`src/rtl/pcseq_pkg.sv`:
```
package pcseq_pkg;

   typedef enum logic [1:0] {
      FLOW_STEP   = 2'b00,
      FLOW_JUMP   = 2'b01,
      FLOW_BRANCH = 2'b10,
      FLOW_RSVD   = 2'b11
   } flow_e;

   typedef struct packed {
      logic v;
      logic c;
      logic n;
      logic z;
   } flags_t;

   localparam int SEL_W  = 3;
   localparam int FLAG_N = 4;

endpackage

```
`src/rtl/pcseq_flag_stage.sv`:
```
module pcseq_flag_stage
   import pcseq_pkg::*;
#(
   parameter bit REG_FLAGS = 1'b1
) (
   input  logic   clk,
   input  logic   rst,
   input  flags_t flags_i,
   output flags_t flags_o
);

   generate
      if (REG_FLAGS) begin : g_reg
         flags_t held_q;
         always_ff @(posedge clk) begin
            if (rst) held_q <= '0;
            else     held_q <= flags_i;
         end
         assign flags_o = held_q;
      end else begin : g_pass
         assign flags_o = flags_i;
      end
   endgenerate

endmodule

```
`src/rtl/pcseq_cond_eval.sv`:
```
module pcseq_cond_eval
   import pcseq_pkg::*;
(
   input  flags_t             flags_i,
   input  logic [SEL_W-1:0]   sel_i,
   output logic               taken_o
);

   localparam int IDX_W = $clog2(FLAG_N);

   logic [FLAG_N-1:0] flag_vec;
   logic [IDX_W-1:0]  flag_idx;
   logic              polarity;
   logic              picked;

   assign flag_vec = {flags_i.z, flags_i.n, flags_i.c, flags_i.v};
   assign flag_idx = sel_i[SEL_W-1:1];
   assign polarity = sel_i[0];
   assign picked   = flag_vec[flag_idx];
   assign taken_o  = picked ^ polarity;

endmodule

```
`src/rtl/pcseq_next_addr.sv`:
```
module pcseq_next_addr
   import pcseq_pkg::*;
#(
   parameter int PC_W = 16
) (
   input  logic [PC_W-1:0] pc_i,
   input  logic [PC_W-1:0] target_i,
   input  flow_e           flow_i,
   input  logic            taken_i,
   output logic [PC_W-1:0] next_o
);

   localparam logic [PC_W-1:0] STEP = PC_W'(1);

   logic [PC_W-1:0] seq_addr;
   logic            load_target;

   assign seq_addr = pc_i + STEP;

   always_comb begin
      unique case (flow_i)
         FLOW_JUMP:   load_target = 1'b1;
         FLOW_BRANCH: load_target = taken_i;
         default:     load_target = 1'b0;
      endcase
   end

   assign next_o = load_target ? target_i : seq_addr;

endmodule

```
`src/rtl/pc_sequencer.sv`:
```
module pc_sequencer
   import pcseq_pkg::*;
#(
   parameter int              PC_W       = 16,
   parameter logic [PC_W-1:0] RESET_ADDR = '0,
   parameter bit              REG_FLAGS  = 1'b1
) (
   input  logic            clk,
   input  logic            rst,
   input  logic [1:0]      flow_i,
   input  logic [2:0]      cond_sel_i,
   input  logic [PC_W-1:0] target_i,
   input  logic            flag_v_i,
   input  logic            flag_c_i,
   input  logic            flag_n_i,
   input  logic            flag_z_i,
   output logic [PC_W-1:0] pc_o
);

   generate
      if (PC_W < 2) begin : g_bad_width
         $error("pc_sequencer: PC_W must be at least 2");
      end
   endgenerate

   flags_t          live_flags;
   flags_t          used_flags;
   flow_e           flow;
   logic            taken;
   logic [PC_W-1:0] pc_q;
   logic [PC_W-1:0] pc_d;

   assign live_flags = '{v: flag_v_i, c: flag_c_i, n: flag_n_i, z: flag_z_i};
   assign flow       = flow_e'(flow_i);

   pcseq_flag_stage #(.REG_FLAGS(REG_FLAGS)) u_flags (
      .clk     (clk),
      .rst     (rst),
      .flags_i (live_flags),
      .flags_o (used_flags)
   );

   pcseq_cond_eval u_cond (
      .flags_i (used_flags),
      .sel_i   (cond_sel_i),
      .taken_o (taken)
   );

   pcseq_next_addr #(.PC_W(PC_W)) u_next (
      .pc_i     (pc_q),
      .target_i (target_i),
      .flow_i   (flow),
      .taken_i  (taken),
      .next_o   (pc_d)
   );

   always_ff @(posedge clk) begin
      if (rst) pc_q <= RESET_ADDR;
      else     pc_q <= pc_d;
   end

   assign pc_o = pc_q;

endmodule

```
`config.mk`:
```
export PLATFORM = sky130hd
export DESIGN_NAME = pc_sequencer
export DESIGN_NICKNAME = d
export VERILOG_FILES = /design/src/rtl/pcseq_pkg.sv /design/src/rtl/pcseq_flag_stage.sv /design/src/rtl/pcseq_cond_eval.sv /design/src/rtl/pcseq_next_addr.sv /design/src/rtl/pc_sequencer.sv
export SDC_FILE = /design/constraint.sdc
export NUM_CORES = 1
export LEC_CHECK = 0
export BUFFER_PORTS_ARGS = -buffer_cell sky130_fd_sc_hd__buf_2
export CORE_MARGIN = 4
export CORE_UTILIZATION = 45
export CTS_BUF_LIST = sky130_fd_sc_hd__clkbuf_8
export DETAILED_ROUTE_END_ITERATION = 10
export PLACE_DENSITY = 0.77
export SYNTH_ARGS = -nofsm -noshare
export SYNTH_HDL_FRONTEND = slang
export SYNTH_HIERARCHICAL = 1
export SYNTH_SLANG_ARGS = --single-unit
```
`constraint.sdc`:
```
create_clock -name clk -period 1.8 [get_ports clk]
set_input_delay 0 -clock clk [delete_from_list [all_inputs] [get_ports clk]]
set_output_delay 0 -clock clk [all_outputs]
set_load 0.1 [all_outputs]
```
### Yosys cells after proc, flatten, opt, wreduce, memory -nomap -nowiden

Cells that the tools add are included.
Widths: inputs -> output; s select.

* register bits after elaboration: 20
* latch bits: 0
* RAM bits: 0
* bits in read-only memories: 0
* input port bits: 27
* output and inout bits: 16
* word-level logic and storage cells: 14
* memories: 0

* $add $sub $neg: 1
* $mul: 0
* divide/modulo/power cells: 0
* magnitude comparators: 1
* equal/unequal tests: 2
* shift-type cells: 0
* mux-type cells: 4
* bitwise gates (word level): 1
* reduce and logical (&&, ||, !) cells: 0

Operators with widths (number)
* $add 16x1->16 const B: 1
* $mux 16: 1
* $lt 2x3->1 const B: 1
* $bmux 1 s2: 1
* $eq 2x1->1 const B: 1
* $eq 2x2->1 const B: 1
* $pmux 1 s2: 1
* $mux 1: 1
* $xor 1x1->1: 1

### Longest topological paths before layout

Gate-level depths: netlist (run 1).

* word-level depth: 5
* depth in mapped cells: 9
* gate-level depth less buffers: 7

### Hierarchy

The synthesis (run 1) kept the hierarchy.

Modules (own cells, without submodules)
* pcseq_next_addr: times used 1, cells each 80, area each 563.0 µm², seq. area each 0.0 µm²
* pc_sequencer: times used 1, cells each 33, area each 464.2 µm², seq. area each 320.3 µm²
* pcseq_flag_stage: times used 1, cells each 8, area each 105.1 µm², seq. area each 80.1 µm²
* pcseq_cond_eval: times used 1, cells each 2, area each 31.3 µm², seq. area each 0.0 µm²

### Worst setup path after synthesis (run 1)

Ideal clock, no wire load.

* path kind: register to register
* start point: register pc_q[0], in the netlist pc_o[0]
* end point: register pc_q[14], in the netlist pc_o[14]
* data arrival time: 2276 ps
* data required time: 1686 ps
* setup slack: -590 ps
* cell stages (with the launch flop): 7
* path buffers: 0
* period minus slack after synthesis: 2390 ps
* path through: dfxtp_1 ha_1 nand3_1 nor4_2 xnor2_1 o21ai_2 nor2b_1

* word-level cells in the longest chain between the ends: 2

Ends and longest elaborated chain
* start: declaration: line pc_sequencer.sv:30 `logic [PC_W-1:0] pc_q;`
* start signal: assignment: line pc_sequencer.sv:59 `else pc_q <= pc_d;`
* $add 16x1->16: line pcseq_next_addr.sv:18 `assign seq_addr = pc_i + STEP;`
* $mux 16: line pcseq_next_addr.sv:28 `assign next_o = load_target ? target_i : seq_addr;`
* named net pc_d[14]: line pc_sequencer.sv:31 `logic [PC_W-1:0] pc_d;`

The timed path passes the listed nets, and every way through them passes these cells.
A chain may end at the register's enable or synchronous reset.

### Worst setup path after layout (run 1)

* start point: register u_flags.g_reg.held_q, in the netlist u_flags/flags_o[0]
* end point: register pc_q[13], in the netlist pc_o[13]

* word-level cells in the longest chain between the ends: 5

Ends and longest elaborated chain
* start: declaration: line pcseq_flag_stage.sv:14 `flags_t held_q;`
* start signal: assignment: line pcseq_flag_stage.sv:17 `else held_q <= flags_i;`
* $bmux 1 s2: line pcseq_cond_eval.sv:19 `assign picked = flag_vec[flag_idx];`
* $mux 1 (not written as such): line pcseq_cond_eval.sv:19
* $xor 1x1->1: line pcseq_cond_eval.sv:20 `assign taken_o = picked ^ polarity;`
* named net taken: line pc_sequencer.sv:29 `logic taken;`
* $pmux 1 s2: line pcseq_next_addr.sv:21 `unique case (flow_i)`
* $mux 16: line pcseq_next_addr.sv:28
* named net pc_d[13]: line pc_sequencer.sv:31

The timed path passes the listed nets, and every way through them passes these cells. The select of a mux whose other input is x is not followed.

==> impl_metrics.toml, run 1 <==
[timing]
max_freq_ghz = 0.526
max_slew_margin_pct = 67.1
min_period_ns = 1.90
tightest_slew_ns = 0.496
rsz0062_at_grt = "yes"
setup_violations = 11
finalMaxSlewViolations = 0
period_share_pct = 106
hold_viol = 0
fin_ws_ns = -0.0995
fin_skew_ns = 0.00513

[finish]
drive_gt1_share_pct = 60.8
multi_input_area_um2 = 759
layout.nets = 207
fillCellCount = 200
diodes = 0
fin_util_pct = 66.7
areaGrowthSynthToFinish_pct = 41.9
seqCellArea_um2 = 455
fin_area_um2 = 1650

[cts]
cts.sinks = 20
numCtsBuffers = 3
max-clock-path-buffers = 2
htreeDepth = 1
clk_pin_slew_worst_paths_ns = 0.08
insertion_delay_ns = 0.26
cts_tree = "yes"
cts_root_buffer = "clkbuf_8"

[logic_synthesis]
ys_warn_count = 6
synthTopCellsByArea = "dfxtp_1 34%, xnor2_1 7.5%, nand2_1 5.5%"
syn_area_per_cell_um2 = 9.46
synth_top_area_share_pct = 34.4
ys_seq_area_share_pct = 34.4
synthesis.area_um2 = 1160
synth-edff-count = 0
yosys-top-cells-count = "20 x dfxtp_1, 17 x nand2_1, 10 x xnor2_1"
synth_area_leader_cell = "dfxtp_1"
synthFlopType = "dfxtp_1"
synthesis.nets = 153
synthArstFlopShare_pct = 0
synthMostInstantiatedCell = "dfxtp_1"
synth_cell_types = 26
synth.ff_latch_count = 20
syn_inst = 123

[critical_path]
cp-end-kind = "register"
critPathRequiredTime_ns = 1.96
critPathArrivalTime_ns = 2.06
rrSetupSlack_ns = -0.1
rr_worst_depth = 7
critPathKind = "register to register"
r2r-end = "pc_o[13]"
worstReg2RegStart = "u_flags/flags_o[0]"
worstPathMaxFanout = 5
critPathLaunchType = "register"

[hold_path]
min_to = "pc_o[14]"
min_from = "target_i[14]"
min_delay_path_depth = 4
holdCritPathClass = "input pin to register"

[routing]
vias_per_cell = 5.00
drt_iter0_drc = 23
vias = 1030
totalWireLength_um = 2850
drt-pass1-iter-count = 4
wl_per_cell_um = 13.8
final_antenna_net_count = 0
drc_errors = 0

[floorplanning]
dieArea_um2 = 3460
io_pins = 43
core-area_um2 = 2480
initial_core_util_pct = 47.0
die_h_um = 58.9
dieWidth_um = 58.9
rows = 18

[run_status]
status = "finished, violations left"
violations = "setup timing"

[power]
leakage_nw = 0.747
p_per_area_nw_per_um2 = 765
vdd_drop_max_uv = 514

[placement]
hpwl_um = 2080
dpl-instance-area_um2 = 1490
port_buffers = 42
globalplace.congestion = 0.792

[global_route]
antenna_found_initial = 0
grt_overflow = 0
grt_pass1_wl_um = 4570
grt_pass1_vias = 996
groute.usage.overall_pct = 17.3
grt_max_degree = 21

[run]
cap_violations = 0
[registers in the layout, indices dropped and copies added, names as in the netlist]
signal	flops
u_flags/flags_o	4
pc_o	16
[critical path, cell delays in order (launching register included)]
cell and delay [ns]:
dfxtp_2 0.32, mux4_2 0.47, xor2_1 0.15, a21oi_1 0.09
nor2_2 0.12, buf_4 0.15, mux2_2 0.32, and2b_2 0.19
[layout by cell type (no fill, tap or decap), drive strengths merged]
| cell | count |
|---|---|
| a21oi | 1 |
| and2b | 6 |
| buf | 50 |
| clkbuf | 4 |
| dfxtp | 20 |
| dlygate4sd3 | 4 |
| ha | 3 |
| inv | 4 |
| mux2 | 3 |
| mux4 | 1 |
| nand2 | 17 |
| nand3 | 6 |
| nand4 | 3 |
| nor2 | 4 |
| nor2b | 14 |
| nor3 | 3 |
| nor4 | 5 |
| o21ai | 13 |
| xnor2 | 10 |
| xor2 | 5 |
[per-layer routing]
layer	routed length (um)	vias to the layer above	part of all wire [%]	GRT usage, %
li1	-	517	-	-
met1	1190	485	42	21.6
met2	1520	26	53	29.8
met3	122	2	4.3	3.07
met4	14	0	0.49	5.83
met5	0	-	0	0
[repair_timing]
item / CTS / global route
pin swaps: 0 / 6
setup buffers: 0 / 1
hold buffers: 4 / 0
gates resized for setup: 2 / 23
hold endpoints to repair: 4 / 0
setup endpoints to repair: 14 / 14
[logic make-up (layout without fill, tap and decap cells)]
family	Yosys count	in the layout	synth area share, %
simple gates	58	58	35.6
flops	20	20	34.4
xor+xnor	15	15	11.3
compound gates	14	14	6.34
buf+inv	9	62	4.30
mux	4	4	4.84
fa+ha+maj	3	3	3.23
[stage by stage]
step / power [mW] / setup WS [ns] / setup TNS [ns] / instances / hold WS [ns]
final: 1.26 / -0.0995 / -0.611 / 206 / 0.0480
after global placement: 0.876 / -0.0161 / -0.0415 / 197 / 0.210
after global routing: 1.32 / -0.175 / -1.47 / 206 / 0.0679
after CTS: 1.24 / -0.0698 / -0.525 / 205 / 0.0529
after detailed placement: 0.888 / -0.0528 / -0.401 / 197 / 0.212
after floorplan: 0.797 / -0.00935 / -0.0280 / 123 / 0.0716
[final cells by class]
type | count | share of cell area, %
clock buffer | 4 | 3.33
inverter | 4 | 0.909
multi-input combinational | 94 | 46.0
sequential | 20 | 27.6
tap | 30 | 2.27
timing repair buffer | 54 | 19.9
[worst max path at each step]
stage	start	cells after the start	slack (ns)	end
6_report	u_flags/flags_o[0]	7	-0.1	pc_o[13]
3_5_place_dp	u_flags/flags_o[0]	7	-0.05	pc_o[1]
3_3_place_gp	u_flags/flags_o[0]	7	-0.02	pc_o[13]
4_1_cts	u_flags/flags_o[0]	7	-0.07	pc_o[13]
5_1_grt	u_flags/flags_o[0]	7	-0.18	pc_o[13]
2_1_floorplan	u_flags/flags_o[0]	7	-0.009	pc_o[13]
[where the power goes]
group          switching (mW)  internal [mW]
combinational           0.273          0.135
sequential             0.0396          0.469
clock                   0.153          0.195
total                   0.466          0.799
No activity file was read; power rests on OpenSTA's default activity.
==> run 2, diff against run 1 <==
PLACE_DENSITY = 0.74   (was 0.77)
clock period = 2.3 ns   (was 1.8 ns; I/O delays follow)
==> run 2 against run 1 <==
Effect of this change:
- the flow now finishes without violations
- critical endpoint is now pc_o[1]
- global-route usage is 3.0 points lower
- highest routed layer unchanged
- setup slack improved by 0.53 ns
- largest power group unchanged
- largest cell class unchanged
- combinational power shrank 31%
==> impl_metrics.toml, run 2 (same netlist as run 1, synthesis figures left out) <==
[run_status]
status = "finished, final reports clean"

[finish]
final_cell_mix = "42 x buf_2, 17 x nand2_1, 14 x dfxtp_1"
fin_cells = 201
drive_gt1_share_pct = 48.0
layout.nets = 202
diodes = 0
fin_util_pct = 60.7
areaGrowthSynthToFinish_pct = 29.2
final_common_cell = "buf_2"
fillCellCount = 230
largest_register_ffs = 16

[critical_path]
rrSetupSlack_ns = 0.43
critPathArrivalTime_ns = 2.02
worstPathMaxFanout = 6
critPathRequiredTime_ns = 2.45
critPathKind = "register to register"
critPathLaunchType = "register"
cp-end-kind = "register"

[cts]
cts_root_buffer = "clkbuf_8"
clk_pin_slew_worst_paths_ns = 0.07
cts_tree = "yes"
htreeDepth = 1
max-clock-path-buffers = 2
numCtsBuffers = 3
cts.sinks = 20
postCtsResizedCells = 0
insertion_delay_ns = 0.25

[routing]
final_antenna_net_count = 0
wl_met3_um = 165
drt-pass1-iter-count = 3
wl_met2_um = 1170
drt_iter0_drc = 13
met1Wirelength_um = 949
vias = 975
wl_per_cell_um = 11.4
vias_per_cell = 4.85
drc_errors = 0
totalWireLength_um = 2300
maxUsedRoutingLayer = "met4"

[timing]
tightest_slew_ns = 0.488
max_freq_ghz = 0.535
hold_slack_ns = 0.0540
period_share_pct = 81.2
min_period_ns = 1.87
finalMaxSlewViolations = 0
fin_tns_setup_ns = 0
fin_skew_ns = 0.00175
setup_violations = 0
rsz0062_at_grt = "no"
max_slew_margin_pct = 67.7
hold_viol = 0

[hold_path]
holdCritPathClass = "input pin to register"

[floorplanning]
rows = 18
die_h_um = 58.9
initial_core_util_pct = 47.0
dieWidth_um = 58.9
core-area_um2 = 2480
dieArea_um2 = 3460
io_pins = 43

[placement]
hpwl_um = 1800
dp_cells = 193
globalplace.congestion = 0.690
port_buffers = 42

[global_route]
grt_pass1_vias = 969
grt_max_degree = 21
antenna_found_initial = 0
grt_overflow = 0
groute.usage.overall_pct = 14.3
grt_pass1_wl_um = 3810

[run]
cap_violations = 0

[power]
finalPower_mw = 0.949
vdd_drop_max_uv = 386
leakage_nw = 0.680
p_per_area_nw_per_um2 = 631
-- run 2: changes by cell type in the layout (fill, tap and decap cells not counted), moves of 6 or more --
cell / change
dfxtp_4: -14
dfxtp_1: +10
o21ai_0: +6
nand2_1: +6
-- run 2: path summary, 6_finish.rpt --
path                      start       to  depth (start not counted)
max          u_flags/flags_o[0]  pc_o[1]                          6
min                 target_i[4]  pc_o[4]                          4
max reg2reg  u_flags/flags_o[0]  pc_o[1]                          6
min reg2reg             pc_o[0]  pc_o[0]                          2
-- run 2: layer usage --
layer  vias up  track usage (%)
met3         2             3.29
met4         0             5.83
li1        505                -
met2        24             26.8
met5         -                0
met1       444             15.1
-- run 2: final cells by class --
cell class / instances / area, um2 / area share [%]
multi-input cells: 94 / 716 / 47.6
flip-flops and latches: 20 / 408 / 27.1
repair buffers: 49 / 273 / 18.1
clock buffers: 4 / 55.1 / 3.66
well taps: 30 / 37.5 / 2.50
inverters: 4 / 15.0 / 0.998
-- run 2: where the power goes --
part / switching, mW / leakage [nW] / internal (mW) / total, mW
Sequential: 0.0296 / 0.166 / 0.372 / 0.401
Combinational: 0.196 / 0.484 / 0.0866 / 0.282
Clock: 0.113 / 0.0288 / 0.152 / 0.265
Total: 0.338 / 0.680 / 0.611 / 0.949
-- run 2: worst max-delay path, cell delays in order, from the launching register on --
cell and delay, ns:
dfxtp_1 0.30, mux4_2 0.46, xor2_1 0.15, a21oi_1 0.09
nor2_2 0.22, mux2_2 0.36, and2b_2 0.18
-- run 2: repair_timing --
item                      in CTS  in global routing
setup buffers                  0                  0
hold endpoints to repair       4                  0
hold buffers                   4                  0
-- run 2: metrics by stage --
| step | worst slack, ns | instance area (um2) |
|---|---|---|
| floorplan | 0.0139 | 1170 |
| global placement | 0.469 | 1410 |
| detailed placement | 0.424 | 1410 |
| CTS | 0.409 | 1500 |
| global route | 0.320 | 1500 |
| finish | 0.432 | 1500 |
